### src/rtl/csr_chk_pkg.sv
package csr_chk_pkg;

  typedef enum logic [1:0] {
    OP_SWAP = 2'd0,
    OP_SET  = 2'd1,
    OP_CLR  = 2'd2,
    OP_RSVD = 2'd3
  } csr_op_e;

  typedef enum logic [3:0] {
    K_NONE,
    K_PLAIN,
    K_FLAGS,
    K_RMODE,
    K_FPWORD,
    K_UCNT,
    K_MCNT,
    K_ISA,
    K_ZERO
  } csr_kind_e;

  localparam logic [1:0]  PRIV_S    = 2'd1;
  localparam logic [1:0]  PRIV_M    = 2'd3;
  localparam int          FLAGS_W   = 5;
  localparam int          RMODE_W   = 3;
  localparam int          FPWORD_W  = FLAGS_W + RMODE_W;
  localparam logic [11:0] FPWORD_AD = 12'h003;

endpackage

### src/rtl/csr_addr_decode.sv
module csr_addr_decode
  import csr_chk_pkg::*;
(
  input  logic [11:0] addr_i,
  output csr_kind_e   kind_o,
  output logic [11:0] phys_o
);

  always_comb begin
    kind_o = K_NONE;
    phys_o = addr_i;
    case (addr_i)
      12'h001: begin kind_o = K_FLAGS;  phys_o = FPWORD_AD; end
      12'h002: begin kind_o = K_RMODE;  phys_o = FPWORD_AD; end
      12'h003: begin kind_o = K_FPWORD; phys_o = FPWORD_AD; end
      12'hC00,
      12'hC02: begin kind_o = K_UCNT;   phys_o = {4'hB, addr_i[7:0]}; end
      12'hB00,
      12'hB02: kind_o = K_MCNT;
      12'h301: kind_o = K_ISA;
      12'hF11,
      12'hF12,
      12'hF13: kind_o = K_ZERO;
      12'hF14,
      12'h300,
      12'h340,
      12'h341,
      12'h140,
      12'h141: kind_o = K_PLAIN;
      default: kind_o = K_NONE;
    endcase
  end

endmodule

### src/rtl/csr_access_gate.sv
module csr_access_gate
  import csr_chk_pkg::*;
#(
  parameter int CNT_W     = 32,
  localparam int CNT_IDX_W = $clog2(CNT_W)
) (
  input  csr_kind_e            kind_i,
  input  csr_op_e              op_i,
  input  logic [1:0]           min_priv_i,
  input  logic                 ro_i,
  input  logic [CNT_IDX_W-1:0] cnt_idx_i,
  input  logic                 src_zero_i,
  input  logic [1:0]           priv_i,
  input  logic [1:0]           fs_i,
  input  logic [CNT_W-1:0]     ucnt_en_i,
  input  logic [CNT_W-1:0]     scnt_en_i,
  output logic                 illegal_o,
  output logic                 do_write_o
);

  logic             wr_attempt;
  logic             priv_low;
  logic             fp_off;
  logic [CNT_W-1:0] cnt_mask;
  logic             cnt_bad;
  logic             wr_forbid;

  always_comb begin
    wr_attempt = (op_i == OP_SWAP) || !src_zero_i;
    priv_low   = priv_i < min_priv_i;
    fp_off     = (kind_i inside {K_FLAGS, K_RMODE, K_FPWORD}) && (fs_i == 2'b00);
    if (priv_i == PRIV_M)      cnt_mask = '1;
    else if (priv_i == PRIV_S) cnt_mask = scnt_en_i;
    else                       cnt_mask = ucnt_en_i;
    cnt_bad    = (kind_i == K_UCNT) && !cnt_mask[cnt_idx_i];
    wr_forbid  = wr_attempt && (kind_i inside {K_MCNT, K_ISA});
    illegal_o  = (op_i == OP_RSVD) || (kind_i == K_NONE) || priv_low ||
                 (wr_attempt && ro_i) || fp_off || cnt_bad || wr_forbid;
    do_write_o = !illegal_o && wr_attempt;
  end

endmodule

### src/rtl/csr_wdata_merge.sv
module csr_wdata_merge
  import csr_chk_pkg::*;
#(
  parameter int XLEN = 32
) (
  input  csr_kind_e       kind_i,
  input  csr_op_e         op_i,
  input  logic [XLEN-1:0] raw_i,
  input  logic [XLEN-1:0] src_i,
  output logic [XLEN-1:0] old_o,
  output logic [XLEN-1:0] store_o
);

  localparam int PAD_FL = XLEN - FLAGS_W;
  localparam int PAD_RM = XLEN - RMODE_W;
  localparam int PAD_FW = XLEN - FPWORD_W;

  logic [XLEN-1:0] arch_new;

  always_comb begin
    case (kind_i)
      K_FLAGS:  old_o = {{PAD_FL{1'b0}}, raw_i[FLAGS_W-1:0]};
      K_RMODE:  old_o = {{PAD_RM{1'b0}}, raw_i[FPWORD_W-1:FLAGS_W]};
      K_FPWORD: old_o = {{PAD_FW{1'b0}}, raw_i[FPWORD_W-1:0]};
      K_ZERO:   old_o = '0;
      default:  old_o = raw_i;
    endcase

    case (op_i)
      OP_SET:  arch_new = old_o | src_i;
      OP_CLR:  arch_new = old_o & ~src_i;
      default: arch_new = src_i;
    endcase

    case (kind_i)
      K_FLAGS:  store_o = {{PAD_FW{1'b0}}, raw_i[FPWORD_W-1:FLAGS_W],
                           arch_new[FLAGS_W-1:0]};
      K_RMODE:  store_o = {{PAD_FW{1'b0}}, arch_new[RMODE_W-1:0],
                           raw_i[FLAGS_W-1:0]};
      K_FPWORD: store_o = {{PAD_FW{1'b0}}, arch_new[FPWORD_W-1:0]};
      default:  store_o = arch_new;
    endcase
  end

endmodule

### src/rtl/csr_access_unit.sv
module csr_access_unit
  import csr_chk_pkg::*;
#(
  parameter int XLEN  = 32,
  parameter int CNT_W = 32
) (
  input  logic             clk,
  input  logic             rst_n,
  input  logic             op_valid_i,
  input  logic [1:0]       op_i,
  input  logic [11:0]      csr_addr_i,
  input  logic [XLEN-1:0]  src_i,
  input  logic             src_zero_i,
  input  logic [1:0]       priv_i,
  input  logic [1:0]       fs_i,
  input  logic [CNT_W-1:0] ucnt_en_i,
  input  logic [CNT_W-1:0] scnt_en_i,
  output logic [11:0]      st_raddr_o,
  input  logic [XLEN-1:0]  st_rdata_i,
  output logic             st_we_o,
  output logic [11:0]      st_waddr_o,
  output logic [XLEN-1:0]  st_wdata_o,
  output logic             rsp_valid_o,
  output logic             rsp_illegal_o,
  output logic             rsp_rd_we_o,
  output logic [XLEN-1:0]  rsp_rd_data_o
);

  localparam int CNT_IDX_W = $clog2(CNT_W);

  csr_op_e         op;
  csr_kind_e       kind;
  logic [11:0]     phys;
  logic            illegal;
  logic            do_write;
  logic [XLEN-1:0] old_val;
  logic [XLEN-1:0] store_val;

  assign op = csr_op_e'(op_i);

  csr_addr_decode u_decode (
    .addr_i (csr_addr_i),
    .kind_o (kind),
    .phys_o (phys)
  );

  csr_access_gate #(.CNT_W(CNT_W)) u_gate (
    .kind_i     (kind),
    .op_i       (op),
    .min_priv_i (csr_addr_i[9:8]),
    .ro_i       (csr_addr_i[11:10] == 2'b11),
    .cnt_idx_i  (csr_addr_i[CNT_IDX_W-1:0]),
    .src_zero_i (src_zero_i),
    .priv_i     (priv_i),
    .fs_i       (fs_i),
    .ucnt_en_i  (ucnt_en_i),
    .scnt_en_i  (scnt_en_i),
    .illegal_o  (illegal),
    .do_write_o (do_write)
  );

  csr_wdata_merge #(.XLEN(XLEN)) u_merge (
    .kind_i  (kind),
    .op_i    (op),
    .raw_i   (st_rdata_i),
    .src_i   (src_i),
    .old_o   (old_val),
    .store_o (store_val)
  );

  assign st_raddr_o = phys;

  // next-state
  logic            rsp_valid_d, rsp_illegal_d, rsp_rd_we_d, st_we_d;
  logic [XLEN-1:0] rd_data_d;

  always_comb begin
    rsp_valid_d   = op_valid_i;
    rsp_illegal_d = op_valid_i && illegal;
    rsp_rd_we_d   = op_valid_i && !illegal;
    st_we_d       = op_valid_i && do_write;
    rd_data_d     = illegal ? '0 : old_val;
  end

  // control registers
  always_ff @(posedge clk or negedge rst_n) begin
    if (!rst_n) begin
      rsp_valid_o   <= 1'b0;
      rsp_illegal_o <= 1'b0;
      rsp_rd_we_o   <= 1'b0;
      st_we_o       <= 1'b0;
    end else begin
      rsp_valid_o   <= rsp_valid_d;
      rsp_illegal_o <= rsp_illegal_d;
      rsp_rd_we_o   <= rsp_rd_we_d;
      st_we_o       <= st_we_d;
    end
  end

  // data registers, loaded only when an op is presented
  always_ff @(posedge clk or negedge rst_n) begin
    if (!rst_n) begin
      rsp_rd_data_o <= '0;
      st_waddr_o    <= '0;
      st_wdata_o    <= '0;
    end else if (op_valid_i) begin
      rsp_rd_data_o <= rd_data_d;
      st_waddr_o    <= phys;
      st_wdata_o    <= store_val;
    end
  end

  AST_PRIV_LOW: assert property (@(posedge clk) disable iff (!rst_n)
    op_valid_i && (priv_i < csr_addr_i[9:8]) |=> rsp_illegal_o);

  AST_RO_WRITE: assert property (@(posedge clk) disable iff (!rst_n)
    op_valid_i && (csr_addr_i[11:10] == 2'b11) && ((op_i == 2'd0) || !src_zero_i)
    |=> rsp_illegal_o && !st_we_o);

  AST_SWAP_WRITES: assert property (@(posedge clk) disable iff (!rst_n)
    rsp_valid_o && !rsp_illegal_o && $past(op_valid_i && op_i == 2'd0) |-> st_we_o);

  AST_ZERO_SRC_NO_WRITE: assert property (@(posedge clk) disable iff (!rst_n)
    op_valid_i && (op_i != 2'd0) && src_zero_i |=> !st_we_o);

  AST_FP_OFF: assert property (@(posedge clk) disable iff (!rst_n)
    op_valid_i && (fs_i == 2'b00) && (csr_addr_i inside {12'h001, 12'h002, 12'h003})
    |=> rsp_illegal_o);

  AST_ILLEGAL_QUIET: assert property (@(posedge clk) disable iff (!rst_n)
    rsp_illegal_o |-> !st_we_o && !rsp_rd_we_o && (rsp_rd_data_o == '0));

  AST_IDLE_QUIET: assert property (@(posedge clk) disable iff (!rst_n)
    !op_valid_i |=> !rsp_valid_o && !st_we_o);

endmodule

### config.mk
export PLATFORM = sky130hd
export DESIGN_NAME = csr_access_unit
export DESIGN_NICKNAME = d
export VERILOG_FILES = /design/src/rtl/csr_chk_pkg.sv /design/src/rtl/csr_addr_decode.sv /design/src/rtl/csr_access_gate.sv /design/src/rtl/csr_wdata_merge.sv /design/src/rtl/csr_access_unit.sv
export SDC_FILE = /design/constraint.sdc
export NUM_CORES = 1
export LEC_CHECK = 0
export BUFFER_PORTS_ARGS = -buffer_cell sky130_fd_sc_hd__buf_2
export CAP_MARGIN = 20
export CORE_ASPECT_RATIO = 1.1
export CORE_MARGIN = 4
export CORE_UTILIZATION = 45
export CTS_CLUSTER_DIAMETER = 80
export DETAILED_ROUTE_END_ITERATION = 16
export PLACE_DENSITY = 0.81
export SLEW_MARGIN = 40
export SYNTH_ARGS = -nofsm -noshare
export SYNTH_HDL_FRONTEND = slang
export SYNTH_SLANG_ARGS = --single-unit
### constraint.sdc
create_clock -name clk -period 1.3 [get_ports clk]
set_clock_uncertainty 0.05 [all_clocks]
set_input_delay 0.065 -clock clk [delete_from_list [all_inputs] [get_ports clk]]
set_output_delay 0.065 -clock clk [all_outputs]
set_load 0.05 [all_outputs]
== Yosys cells after proc, flatten, opt, wreduce, memory -nomap -nowiden ==
Index checks and enable logic that the tools add are counted.

* Magnitude comparators: 2
* Reductions and logical operators: 28
* Mux-type cells: 10
* Bitwise operators: 3
* Eq/ne operators: 30

{| class="wikitable"
|+ Operator list
! operator !! number
|-
| $pmux W32 S4 || 1
|-
| $eq A12 B12 Y1 const B || 8
|-
| $mux W32 || 3
|-
| $pmux W32 S3 || 1
|-
| $pmux W32 S2 || 1
|-
| $eq A12 B10 Y1 const B || 4
|-
| $and A32 B32 Y32 || 1
|-
| $not A32 Y32 || 1
|-
| $or A32 B32 Y32 || 1
|-
| $pmux W4 S8 || 1
|-
| $eq A12 B2 Y1 const B || 2
|-
| $eq A12 B9 Y1 const B || 2
|-
| $pmux W12 S2 || 1
|-
| $eq A4 B3 Y1 const B || 4
|-
| $eq A12 B1 Y1 const B || 1
|-
| $eq A2 B2 Y1 const B || 4
|-
| $eq A4 B2 Y1 const B || 2
|-
| $logic_and A1 B1 Y1 || 8
|-
| $logic_or A1 B1 Y1 || 7
|-
| $lt A5 B6 Y1 const B || 1
|-
| $reduce_or A3 Y1 || 2
|-
| $reduce_or A6 Y1 || 1
|-
| $bmux W1 S5 || 1
|-
| $eq A2 B1 Y1 const B || 2
|-
| other kinds (9) || 13
|}

* Output and inout bits: 92
* Flip-flop bits (word level): 80
* Word-level logic and storage cells: 80
* Input bits: 150

== Longest topological paths before layout ==
Gate-level depths: netlist of the first run.

* Word-level depth: 13
* Mapped depth: 9
* Mapped depth without buffers: 7

== By module ==
From an unflattened synthesis of the first run, not the netlist that was laid out.

* Cells, all modules: 559
* Area, all modules: 5341.4 um^2

{| class="wikitable"
|+ Modules (own cells, without submodules)
! module !! cells an instance !! area each (um^2) !! times used !! sequential area each (um^2)
|-
| csr_access_unit || 236 || 3189.3 || 1 || 2001.9
|-
| csr_wdata_merge || 181 || 1197.4 || 1 || 0.0
|-
| csr_access_gate || 95 || 673.1 || 1 || 0.0
|-
| csr_addr_decode || 47 || 281.5 || 1 || 0.0
|}

== Least setup slack after synthesis of the first run ==
OpenSTA, ideal clock, no wires.

* Path kind: input-to-reg
* Start: in csr_addr_i[9]
* End: reg rsp_illegal_o
* Buffers on the path: 3
* Data arrival time: 1987 ps
* Required time: 1131 ps
* Path slack: -856 ps
* Cell stages on the path: 9
* Setup time: 119 ps
* Path through: nor4_2 and3_1 buf_2 o21ai_2 nor3b_1 or4b_1 buf_2 buf_6 and2_1

* Cells in the longest elaborated chain, start to end: 11
* Elaborated cells between the ends (all ways): 42
* Those cells by class: order compare (1); eq/ne (23); mux (1); reduce/logical (17)

{| class="wikitable"
|+ RTL lines
! element !! line !! RTL
|-
| from (decl) || csr_access_unit.sv:11 || <nowiki>input logic [11:0] csr_addr_i,</nowiki>
|-
| branches (longest 9 deep; another with $eq A12 B12 Y1) || - ||
|-
| $logic_or A1 B1 Y1 * || csr_access_gate.sv:38 || <nowiki>(wr_attempt && ro_i) || fp_off || cnt_bad || wr_forbid;</nowiki>
|-
| $logic_and A1 B1 Y1 * || csr_access_unit.sv:79 || <nowiki>rsp_illegal_d = op_valid_i && illegal;</nowiki>
|-
| named net rsp_illegal_d || csr_access_unit.sv:74 || <nowiki>logic rsp_valid_d, rsp_illegal_d, rsp_rd_we_d, st_we_d;</nowiki>
|-
| to (signal assigned) || csr_access_unit.sv:94 || <nowiki>rsp_illegal_o <= rsp_illegal_d;</nowiki>
|-
| to (decl) || csr_access_unit.sv:24 || <nowiki>output logic rsp_illegal_o,</nowiki>
|}

Mark *: on every way through the listed nets, which the timed path passes.
A chain may end at the register's enable or synchronous reset.

== Final worst setup path of the first run ==
* Start: in csr_addr_i[7]
* End: reg rsp_rd_data_o[10]

* Cells in the longest elaborated chain, start to end: 11
* Elaborated cells between the ends (all ways): 43
* Those cells by class: eq/ne (24); mux (3); reduce/logical (16)

{| class="wikitable"
|+ RTL lines
! element !! line !! RTL
|-
| $eq A12 B12 Y1, or another cell as far along || csr_addr_decode.sv:12 || <nowiki>case (addr_i)</nowiki>
|-
| $reduce_or A6 Y1, or another cell as far along || csr_addr_decode.sv:12 ||
|-
| $pmux W4 S8 * || csr_addr_decode.sv:12 ||
|-
| branches (longest 7 deep; another with $eq A4 B2 Y1) || - ||
|-
| $mux W32 * || csr_access_unit.sv:82 || <nowiki>rd_data_d = illegal ? '0 : old_val;</nowiki>
|-
| to (signal assigned) || csr_access_unit.sv:107 || <nowiki>rsp_rd_data_o <= rd_data_d;</nowiki>
|-
| to (decl) || csr_access_unit.sv:26 || <nowiki>output logic [XLEN-1:0] rsp_rd_data_o</nowiki>
|}

Mark *: on every way between the ends.

==> results.json, run 1 <==
{
  "status": "finished with violations",
  "violations": "setup timing",
  "relSlewSlack_pct": 70.02,
  "critical_path_required_ps": 1530,
  "crit_type": "in2reg",
  "dieArea_um2": 11560,
  "dieHeight_um": 112.4,
  "synth_xor_area_share_pct": 0,
  "clkTransAtPathRegs_ps": 90,
  "synth_edf_count": 0,
  "yosys_warnings": 0,
  "first_pass_iters": 5,
  "clock-root-buffer": "clkbuf_8",
  "ys.flop_type": "dfrtp_1",
  "ant_nets": 0,
  "yosys-top-cells-area": "dfrtp_1 45%, o2bb2ai_2 7.4%, a21oi_1 6.7%, inv_1 5.0%, o32ai_1 4.7%",
  "grt_util_met1_pct": 33.45,
  "cap_violations": 0,
  "synth_cell_types": 45,
  "rows": 37,
  "leakagePower_nw": 3.807,
  "fillers": 500,
  "cts.sinks": 80,
  "utilization_pct": 82.85,
  "portBuffers": 185,
  "gr-usage-met3_pct": 5.345,
  "drive_gt1_share_pct": 51.73,
  "core-area_um2": 9490,
  "yosysMostFrequentCell": "dfrtp_1",
  "synth_top_cell_by_area": "dfrtp_1",
  "multi_input_area_um2": 2646,
  "async_flop_share_pct": 100.0,
  "netlist_instances": 467,
  "track_usage_pct": 28.86,
  "ir_worst_vdd_v": 0.0006182,
  "drt_wl_total_um": 18590,
  "cp_data_arrival_time_ps": 2130,
  "io_pins": 242,
  "synth_top_cell_area_share_pct": 44.92,
  "syn_area_per_cell_um2": 9.543,
  "cts_tree": "built",
  "drt_iter0_drc": 423,
  "vias": 5221,
  "cts_inserted_buffers": 9,
  "area_growth_pct": 76.42,
  "grt_overflow": 0,
  "stdcell_area_um2": 7863,
  "gp_congestion": 0.8219,
  "insertion_delay_ps": 350,
  "worst_slew_pin_slew_ps": 449.6,
  "h-tree-depth": 3,
  "register_area_um2": 2002,
  "fin_nets": 929,
  "worst-path-max-fanout": 9,
  "p_per_area_nw_per_um2": 935.1,
  "dp_hpwl_um": 10580,
  "synth-seq-area-share_pct": 44.92,
  "fin_crit_ps": 1901,
  "hold_viol_final": 0,
  "syn-cell-area_um2": 4457,
  "grt_pass1_vias": 5440,
  "crit_path_end_kind": "register",
  "vias_per_cell": 5.821,
  "rsz0062_at_grt": "true",
  "postSynthNetCount": 622,
  "fmax_ghz": 0.5260,
  "setup_ws_ps": -601.2,
  "yosys-top-cells-count": "80 x dfrtp_1, 60 x a21oi_1, 59 x inv_1",
  "setup_viol": 74,
  "period_share_pct": 146.2,
  "synth_compound_area_share_pct": 27.09,
  "fin_setup_tns_ps": -30310,
  "synth-seq-cells": 80,
  "grt_use_met2_pct": 50.11,
  "grt_max_degree": 81,
  "synthAdderAreaFrac_pct": 1.404,
  "synth_mux_area_share_pct": 2.779,
  "place_area_um2": 6016,
  "die_w_um": 102.9,
  "synth_top_family_by_area": "compound AO/OA/AOI/OAI gates",
  "slew_viol_final": 0,
  "antenna_found_initial": 0,
  "drc_errors": 0,
  "grt_pass1_wl_um": 26480,
  "synth-simple-area-share_pct": 14.74,
  "busiest_layer": "met2",
  "wire_per_inst_um": 20.72,
  "start_util_pct": 46.96,
  "clockBufferDepth": 2,
  "critPathLaunchType": "input pin",
  "hold_path.class": "in2reg"
}
[flip-flops by register name, summed over array words and instances (netlist names)]
register and flops:
rsp_illegal_o 1, st_waddr_o 12, rsp_valid_o 1, rsp_rd_we_o 1, rsp_rd_data_o 32, st_wdata_o 32, st_we_o 1
[cells in the final DEF (no fill, tap or decap), types with 4 or more instances in the layout]
master           n
buf_2          172
dfrtp_1         80
dlygate4sd3_1   64
inv_1           57
buf_4           57
a21oi_1         36
nand3_1         31
buf_6           23
o32ai_1         21
nand2_1         18
o2bb2ai_2       17
a21oi_2         15
nor2_1          12
o2bb2ai_4       10
mux2_2           9
a21oi_4          9
clkbuf_8         9
buf_8            9
nor2b_1          8
o22ai_1          8
buf_12           7
nand2b_1         6
a31oi_1          6
ha_1             5
and2_4           4
[metal layers]
| metal | share of wire [%] | vias to the layer above |
|---|---|---|
| met5 | 0 | - |
| met4 | 4.3 | 0 |
| met3 | 7.1 | 79 |
| met2 | 53 | 306 |
| met1 | 36 | 2548 |
| li1 | - | 2288 |
[where the power goes]
group	total (mW)	switching [mW]	internal (mW)
sequential	2.76	0.100	2.66
combinational	2.51	1.61	0.906
clock	2.08	0.992	1.09
total	7.35	2.70	4.65
[cell type report]
class | instances | area share [%]
clock inverters | 7 | 1.225
well taps | 117 | 1.862
diodes | 1 | 0.03183
inverters | 59 | 2.849
repair buffers | 338 | 33.34
multi-input cells | 286 | 33.66
clock buffers | 9 | 1.575
flip-flops and latches | 80 | 25.46
[final timing paths]
kind / start / end / slack [ps] / cells past startpoint
max: csr_addr_i[7] / rsp_rd_data_o[10] / -600 / 9
min: src_i[6] / st_wdata_o[6] / 20 / 4
max reg2reg: st_wdata_o[0] / st_wdata_o[0] / 430 / 2
min reg2reg: rsp_rd_data_o[26] / rsp_rd_data_o[26] / 450 / 1
max in group asynchronous: rst_n / st_wdata_o[28] / 610 / 3
min in group asynchronous: rst_n / st_waddr_o[10] / 210 / 3
[critical path, cell delays in order]
cell and delay (ps):
buf_8 100, or3b_4 410, nor4b_4 300, o21ai_2 90
nor3b_2 160, or4b_4 520, buf_12 180, clkbuf_16 170
o2bb2ai_4 130
[repair_timing]
action | CTS | global route
resized for setup | 66 | 74
setup buffers | 10 | 12
cloned | 4 | 4
hold buffers | 64 | 0
pin swaps | 27 | 18
endpoints found under the hold margin | 140 | 0
setup endpoints to repair | 72 | 72
[kinds of logic (layout without fill, tap and decap cells)]
logic type / Yosys count / count (layout)
DFF: 80 / 80
adders and majority gates: 5 / 5
AOI/OAI and AO/OA: 154 / 154
other: 0 / 1
muxes: 11 / 11
buffers and inverters: 101 / 413
and+or+nand+nor: 116 / 116
[metrics by stage]
| step | hold WS, ps | total power, mW | setup slack (ps) | cells |
|---|---|---|---|---|
| finish | 18.28 | 7.352 | -601.2 | 897 |
| global route | 21.59 | 7.640 | -666.1 | 896 |
| CTS | 2.654 | 7.116 | -535.6 | 884 |
| detailed placement | 75.89 | 4.846 | -1168 | 793 |
| global placement | 70.95 | 4.793 | -1107 | 793 |
| floorplan | -280.6 | 4.107 | -844.2 | 467 |
Note: power is estimated with default switching activity, not from simulation.
==> run 2: changes to the inputs <==
ABC_AREA = 1   (was default)
CORE_UTILIZATION = 49   (was 45)
==> run 2 against run 1 <==
Compared with the run above:
- register-to-register slack lost 130 ps
- the flow still finishes with violations (setup timing)
- die area grew 19%
- area after synthesis increased by 31%
- via count up 40%
- critical path depth up 9
- critical path type unchanged
- largest power group unchanged
==> results.json, run 2 <==
{
  "status": "finished with violations",
  "violations": "setup timing",
  "r2r-start": "st_wdata_o[7]",
  "hold_viol_final": 0,
  "die_w_um": 112.2,
  "ir_worst_vdd_v": 0.0007168,
  "synth-seq-area-share_pct": 34.22,
  "insertion_delay_ps": 340,
  "setup_ws_ps": -258.1,
  "place_area_um2": 8013,
  "relSlewSlack_pct": 64.20,
  "area_growth_pct": 54.17,
  "rows": 41,
  "drt_iter0_drc": 761,
  "clock-root-buffer": "clkbuf_16",
  "min_from": "src_i[15]",
  "cp_top_family": "simple AND/OR/NAND/NOR gates",
  "p_per_area_nw_per_um2": 906.0,
  "period_share_pct": 119.9,
  "placed_cells": 1313,
  "drive_gt1_share_pct": 44.94,
  "ant_nets": 0,
  "fin_setup_tns_ps": -10530,
  "hold_end": "st_wdata_o[15]",
  "drc_errors": 0,
  "antenna_found_initial": 0,
  "crit_path_end_kind": "register",
  "largestRegisters": "rsp_rd_data_o x32, st_wdata_o x32, st_waddr_o x12",
  "stdcell_area_um2": 9020,
  "fmax_ghz": 0.6418,
  "dieArea_um2": 13750,
  "setup_viol": 65,
  "cp_slowest_stage_delay_ps": 180,
  "async_flop_share_pct": 100.0,
  "vias_per_cell": 5.365,
  "portBuffers": 241,
  "cap_violations": 0,
  "yosysMostFrequentCell": "nand2_1",
  "cts.sinks": 80,
  "slowest_stage": "clkbuf_16",
  "synth_cell_types": 39,
  "synth-seq-cells": 80,
  "holdPathStages": 3,
  "fin_nets": 1356,
  "syn_area_per_cell_um2": 6.756,
  "crit_buf_inv": 4,
  "synth_top_cell_area_share_pct": 34.22,
  "worstPathCellList": "buf_12, inv_4, nor2_4, clkbuf_16, nand2_2, nand2_1, nand2_1, nor2_1, nor2_1, nor2_1, nand3_2, nand2_2, nand2_2, nand2_4, nor2_8, clkbuf_16, nand3_2, nand2_1",
  "cts_inserted_buffers": 9,
  "core-area_um2": 11590,
  "p_total_mw": 8.172,
  "first_pass_iters": 7,
  "fillers": 837,
  "layout_common_cells": "229 x buf_2, 202 x nand2_1, 118 x nor2_1",
  "dp_hpwl_um": 14830,
  "cts_tree": "built",
  "track_usage_pct": 29.68,
  "leakagePower_nw": 4.934,
  "grt_overflow": 0,
  "yosys-top-cells-area": "dfrtp_1 34%, nand2_1 16%, nor2_1 8.5%, o21ai_0 8.5%, nand3_2 5.3%",
  "ff2ff_setup_slack_ps": 300,
  "worst_slew_pin_slew_ps": 536.4,
  "synth_top_cell_by_area": "dfrtp_1",
  "clockBufferDepth": 2,
  "postSynthNetCount": 1021,
  "grt_pass1_wl_um": 33150,
  "grt_max_degree": 81,
  "syn-cell-area_um2": 5851,
  "vias": 7285,
  "stdcell_count": 1358,
  "slew_viol_final": 0,
  "crit_type": "in2reg",
  "dieHeight_um": 122.6,
  "cp_data_arrival_time_ps": 1740,
  "ys.flop_type": "dfrtp_1",
  "hold_path.class": "in2reg",
  "r2r_end": "st_wdata_o[7]",
  "synth_edf_count": 0,
  "critical_path_required_ps": 1480,
  "wire_per_inst_um": 16.42,
  "io_pins": 242,
  "clkTransAtPathRegs_ps": 70,
  "critPathLaunchType": "input pin",
  "h-tree-depth": 3,
  "worst-path-max-fanout": 7,
  "start_util_pct": 50.46,
  "fin_crit_ps": 1558,
  "grt_pass1_vias": 6910,
  "netlist_instances": 866,
  "yosys-top-cells-count": "242 x nand2_1, 132 x nor2_1, 99 x o21ai_0",
  "drt_wl_total_um": 22300,
  "gp_congestion": 0.9651,
  "ff2ff_path_depth": 3,
  "final_common_cell": "buf_2",
  "yosys_warnings": 0,
  "rsz0062_at_grt": "true"
}
run 2: cell count changes after synthesis, sizes merged, moves of 24 or more:
cell	previous run	this run
o32ai	24	0
a21oi	60	14
nand2	20	257
o21ai	4	112
inv	59	96
nor2	15	147
o2bb2ai	27	0
run 2: worst max path at each step:
stage          cells past startpoint                 to           from  slack (ps)
6_report                          18  rsp_rd_data_o[18]      priv_i[0]        -260
3_3_place_gp                      17  rsp_rd_data_o[25]  csr_addr_i[0]        -530
3_5_place_dp                      17  rsp_rd_data_o[11]  csr_addr_i[0]        -570
2_1_floorplan                     15  rsp_rd_data_o[19]  csr_addr_i[0]        -170
5_1_grt                           17      st_wdata_o[7]  csr_addr_i[6]        -350
4_1_cts                           18  rsp_rd_data_o[11]      priv_i[0]        -180
run 2: final cells by class:
| class | count | area [um^2] | area share (%) |
|---|---|---|---|
| diodes | 2 | 5.005 | 0.05549 |
| clock buffers | 11 | 252.7 | 2.802 |
| clock inverters | 5 | 53.80 | 0.5965 |
| inverters | 97 | 387.9 | 4.300 |
| multi-input cells | 643 | 3546 | 39.31 |
| flip-flops and latches | 80 | 2002 | 22.19 |
| well taps | 150 | 187.7 | 2.081 |
| repair buffers | 370 | 2585 | 28.66 |
run 2: cell families (layout without fill, tap and decap cells):
| family | Yosys count | count (layout) | share of synthesized area, % |
|---|---|---|---|
| other cells | 0 | 2 | 0 |
| compound gates | 161 | 161 | 15.23 |
| simple gates | 477 | 477 | 38.28 |
| flops | 80 | 80 | 34.22 |
| fa+ha+maj | 5 | 5 | 1.069 |
| buf+inv | 143 | 483 | 11.21 |
run 2: worst min-delay path: stages:
cell,delay (ps)
buf_2,100
o21ai_0,70
o21ai_1,120
run 2: where the power goes:
part | total [mW] | internal [mW] | switching [mW] | leakage (nW)
combinational | 2.73 | 0.936 | 1.80 | 3.75
sequential | 2.77 | 2.66 | 0.108 | 1.03
clock | 2.67 | 1.59 | 1.08 | 0.156
total | 8.17 | 5.19 | 2.98 | 4.93
run 2: routing by layer:
metal / global-route usage (%) / vias up / routed length [um]
li1: - / 3414 / -
met1: 36.03 / 3362 / 8315
met2: 51.75 / 431 / 11300
met3: 6.016 / 78 / 1916
met4: 11.95 / 0 / 763
met5: 0 / - / 0
run 2: what timing repair did:
item                                    in CTS  in global routing
endpoints found under the setup margin      68                 72
buffers inserted                             4                  2
pin swaps                                   31                 32
cloned                                       1                  5
hold buffers                                15                  0
resized for setup                           78                 65
hold endpoints to repair                    94                  0
run 2: through the flow:
step,setup slack (ps),hold WS (ps),utilization [%]
after global placement,-525.5,77.11,69.11
after CTS,-181.5,3.448,74.97
after floorplan,-169.7,-280.6,-
after detailed placement,-569.2,80.72,69.11
after global routing,-352.2,32.08,77.76
final,-258.1,9.605,77.80
==> run 3: changes to the inputs <==
PLACE_DENSITY = 0.89   (was 0.81)
SKIP_LAST_GASP = 1   (was default)
==> run 3 against run 2 <==
Compared with the run above:
- the flow still finishes with violations (setup timing)
- setup slack got worse by 60 ps
- sequential share of layout area fell by 0.49 points
- utilization rose by 1.7 points
- fmax fell by 3.7%
- non-clock buffer count rose by 15
- count of clock-buffer cells in the layout did not move
- global-route usage rose by 3.4 points
- total power rose by 5.9%
- clock power rose by 13%
- register-to-register slack improved by 70 ps
==> results.json, run 3 (synthesized netlist as in run 2, its figures left out) <==
{
  "status": "finished with violations",
  "violations": "setup timing",
  "gp_congestion": 0.9533,
  "critPathLaunchType": "input pin",
  "clkTransAtPathRegs_ps": 60,
  "die_w_um": 112.2,
  "cap_violations": 0,
  "start_util_pct": 50.46,
  "portBuffers": 241,
  "cts_inserted_buffers": 9,
  "clockBufferDepth": 2,
  "crit_type": "in2reg",
  "p_per_area_nw_per_um2": 938.3,
  "fin_crit_ps": 1618,
  "clock-root-buffer": "clkbuf_16",
  "fmax_ghz": 0.6181,
  "worst_slew_pin_slew_ps": 414.4,
  "crit_path_end_kind": "register",
  "antenna_found_initial": 2,
  "cts.sinks": 80,
  "setup_viol": 65,
  "rsz0062_at_grt": "true",
  "hold_viol_final": 0,
  "ir_worst_vdd_v": 0.0008261,
  "h-tree-depth": 3,
  "largestRegisters": "rsp_rd_data_o x32, st_wdata_o x32, st_waddr_o x12",
  "ant_nets": 0,
  "layout_common_cells": "225 x buf_2, 202 x nand2_1, 114 x nor2_1",
  "setup_ws_ps": -317.9,
  "insertion_delay_ps": 350,
  "drive_gt1_share_pct": 45.62,
  "cts_tree": "built",
  "grt_pass1_wl_um": 36660,
  "cp_slowest_stage_delay_ps": 180,
  "final_common_cell": "buf_2",
  "dieArea_um2": 13750,
  "clkPwrFrac_pct": 34.9,
  "drc_errors": 0,
  "slew_viol_final": 0,
  "cp_data_arrival_time_ps": 1770,
  "fin_hold_ws_ps": 16.77,
  "vias": 7867,
  "period_share_pct": 124.5,
  "dieHeight_um": 122.6,
  "wire_per_inst_um": 18.84,
  "drt_iter0_drc": 1313,
  "worstPathCellList": "buf_8, buf_12, nor2_4, nand2_4, nor2_8, nand3_4, nand2_4, buf_4, inv_16, nand2_2, inv_1, o21a_1, o21ai_1, o21ai_0",
  "rows": 41,
  "netSwitchingFraction_pct": 35.79,
  "p_sw_mw": 3.097,
  "hold_path.class": "in2reg",
  "drt_wl_total_um": 25880,
  "track_usage_pct": 33.12,
  "leakagePower_nw": 5.064,
  "vias_per_cell": 5.726,
  "core-area_um2": 11590,
  "grt_max_degree": 40,
  "place_area_um2": 8028,
  "area_growth_pct": 57.63,
  "grt_pass1_vias": 7536,
  "combPwrFrac_pct": 33.0,
  "stdcell_area_um2": 9223,
  "grt_overflow": 0,
  "io_pins": 242,
  "power.share.sequential_pct": 32.1,
  "cp_common_cell": "nand2_4",
  "internal_power_mw": 5.556,
  "fillers": 687,
  "first_pass_iters": 7,
  "slowest_stage": "buf_4",
  "dp_hpwl_um": 15650,
  "worst-path-max-fanout": 24,
  "fin_nets": 1371,
  "relSlewSlack_pct": 72.31,
  "critical_path_required_ps": 1450
}
run 3: repair_timing:
| item | CTS | global route |
|---|---|---|
| endpoints found under the setup margin | 72 | 71 |
| endpoints found under the hold margin | 93 | 0 |
| hold buffers | 14 | 0 |
| resized for setup | 84 | 69 |
| setup buffers | 14 | 6 |
| cloned | 2 | 1 |
| pin swaps | 24 | 45 |
run 3: worst paths after layout:
| path | slack, ps | depth (start not counted) | end | startpoint |
|---|---|---|---|---|
| worst max-delay path | -320 | 14 | st_wdata_o[26] | csr_addr_i[6] |
| worst min register to register | 420 | 2 | st_waddr_o[11] | st_waddr_o[11] |
| min in group asynchronous | 140 | 2 | st_wdata_o[16] | rst_n |
| max in group asynchronous | 590 | 3 | rsp_rd_data_o[24] | rst_n |
| worst min-delay path | 20 | 3 | st_wdata_o[23] | src_i[23] |
| worst max register to register | 370 | 3 | st_wdata_o[7] | st_wdata_o[7] |
run 3: critical path: cells and delay by family:
family,cells,cell delay [ps]
buffers and inverters,5,560
and+or+nand+nor,6,650
AOI/OAI and AO/OA,3,480
run 3: power by group through the flow:
stage	combinational [mW]	clock, mW	sequential [mW]
after floorplan	0.918	0	3.42
after global placement	2.45	0	2.80
after detailed placement	2.50	0	2.81
after CTS	2.65	3.00	2.77
after global routing	3.02	3.11	2.79
final	2.85	3.02	2.78
run 3: through the flow:
stage / setup WS (ps) / instances / setup TNS (ps) / total power, mW / utilization, %
finish: -317.9 / 1374 / -13810 / 8.653 / 79.55
CTS: -205.7 / 1365 / -6472 / 8.419 / 76.88
global placement: -603.0 / 1320 / -35310 / 5.250 / 69.24
floorplan: -169.7 / 866 / -6108 / 4.341 / -
global route: -469.6 / 1372 / -18780 / 8.915 / 79.51
detailed placement: -771.0 / 1320 / -37960 / 5.306 / 69.24
run 3: layout make-up:
type	count	area (um^2)	share of cell area, %
multi-input combinational	643	3597	39.00
sequential	80	2002	21.71
inverter	97	399.1	4.328
clock buffer	11	242.7	2.632
timing repair buffer	385	2683	29.09
tap	150	187.7	2.035
antenna	3	7.507	0.08140
clock inverter	5	103.9	1.126
run 3: layer usage:
layer / vias to the layer above / share of wire, % / routed length (um) / global-route usage [%]
met1: 3558 / 35 / 8971 / 38.55
met3: 194 / 10 / 2635 / 7.347
li1: 3455 / - / - / -
met5: - / 0.070 / 18 / 0
met4: 2 / 7.2 / 1875 / 19.08
met2: 658 / 48 / 12380 / 56.45
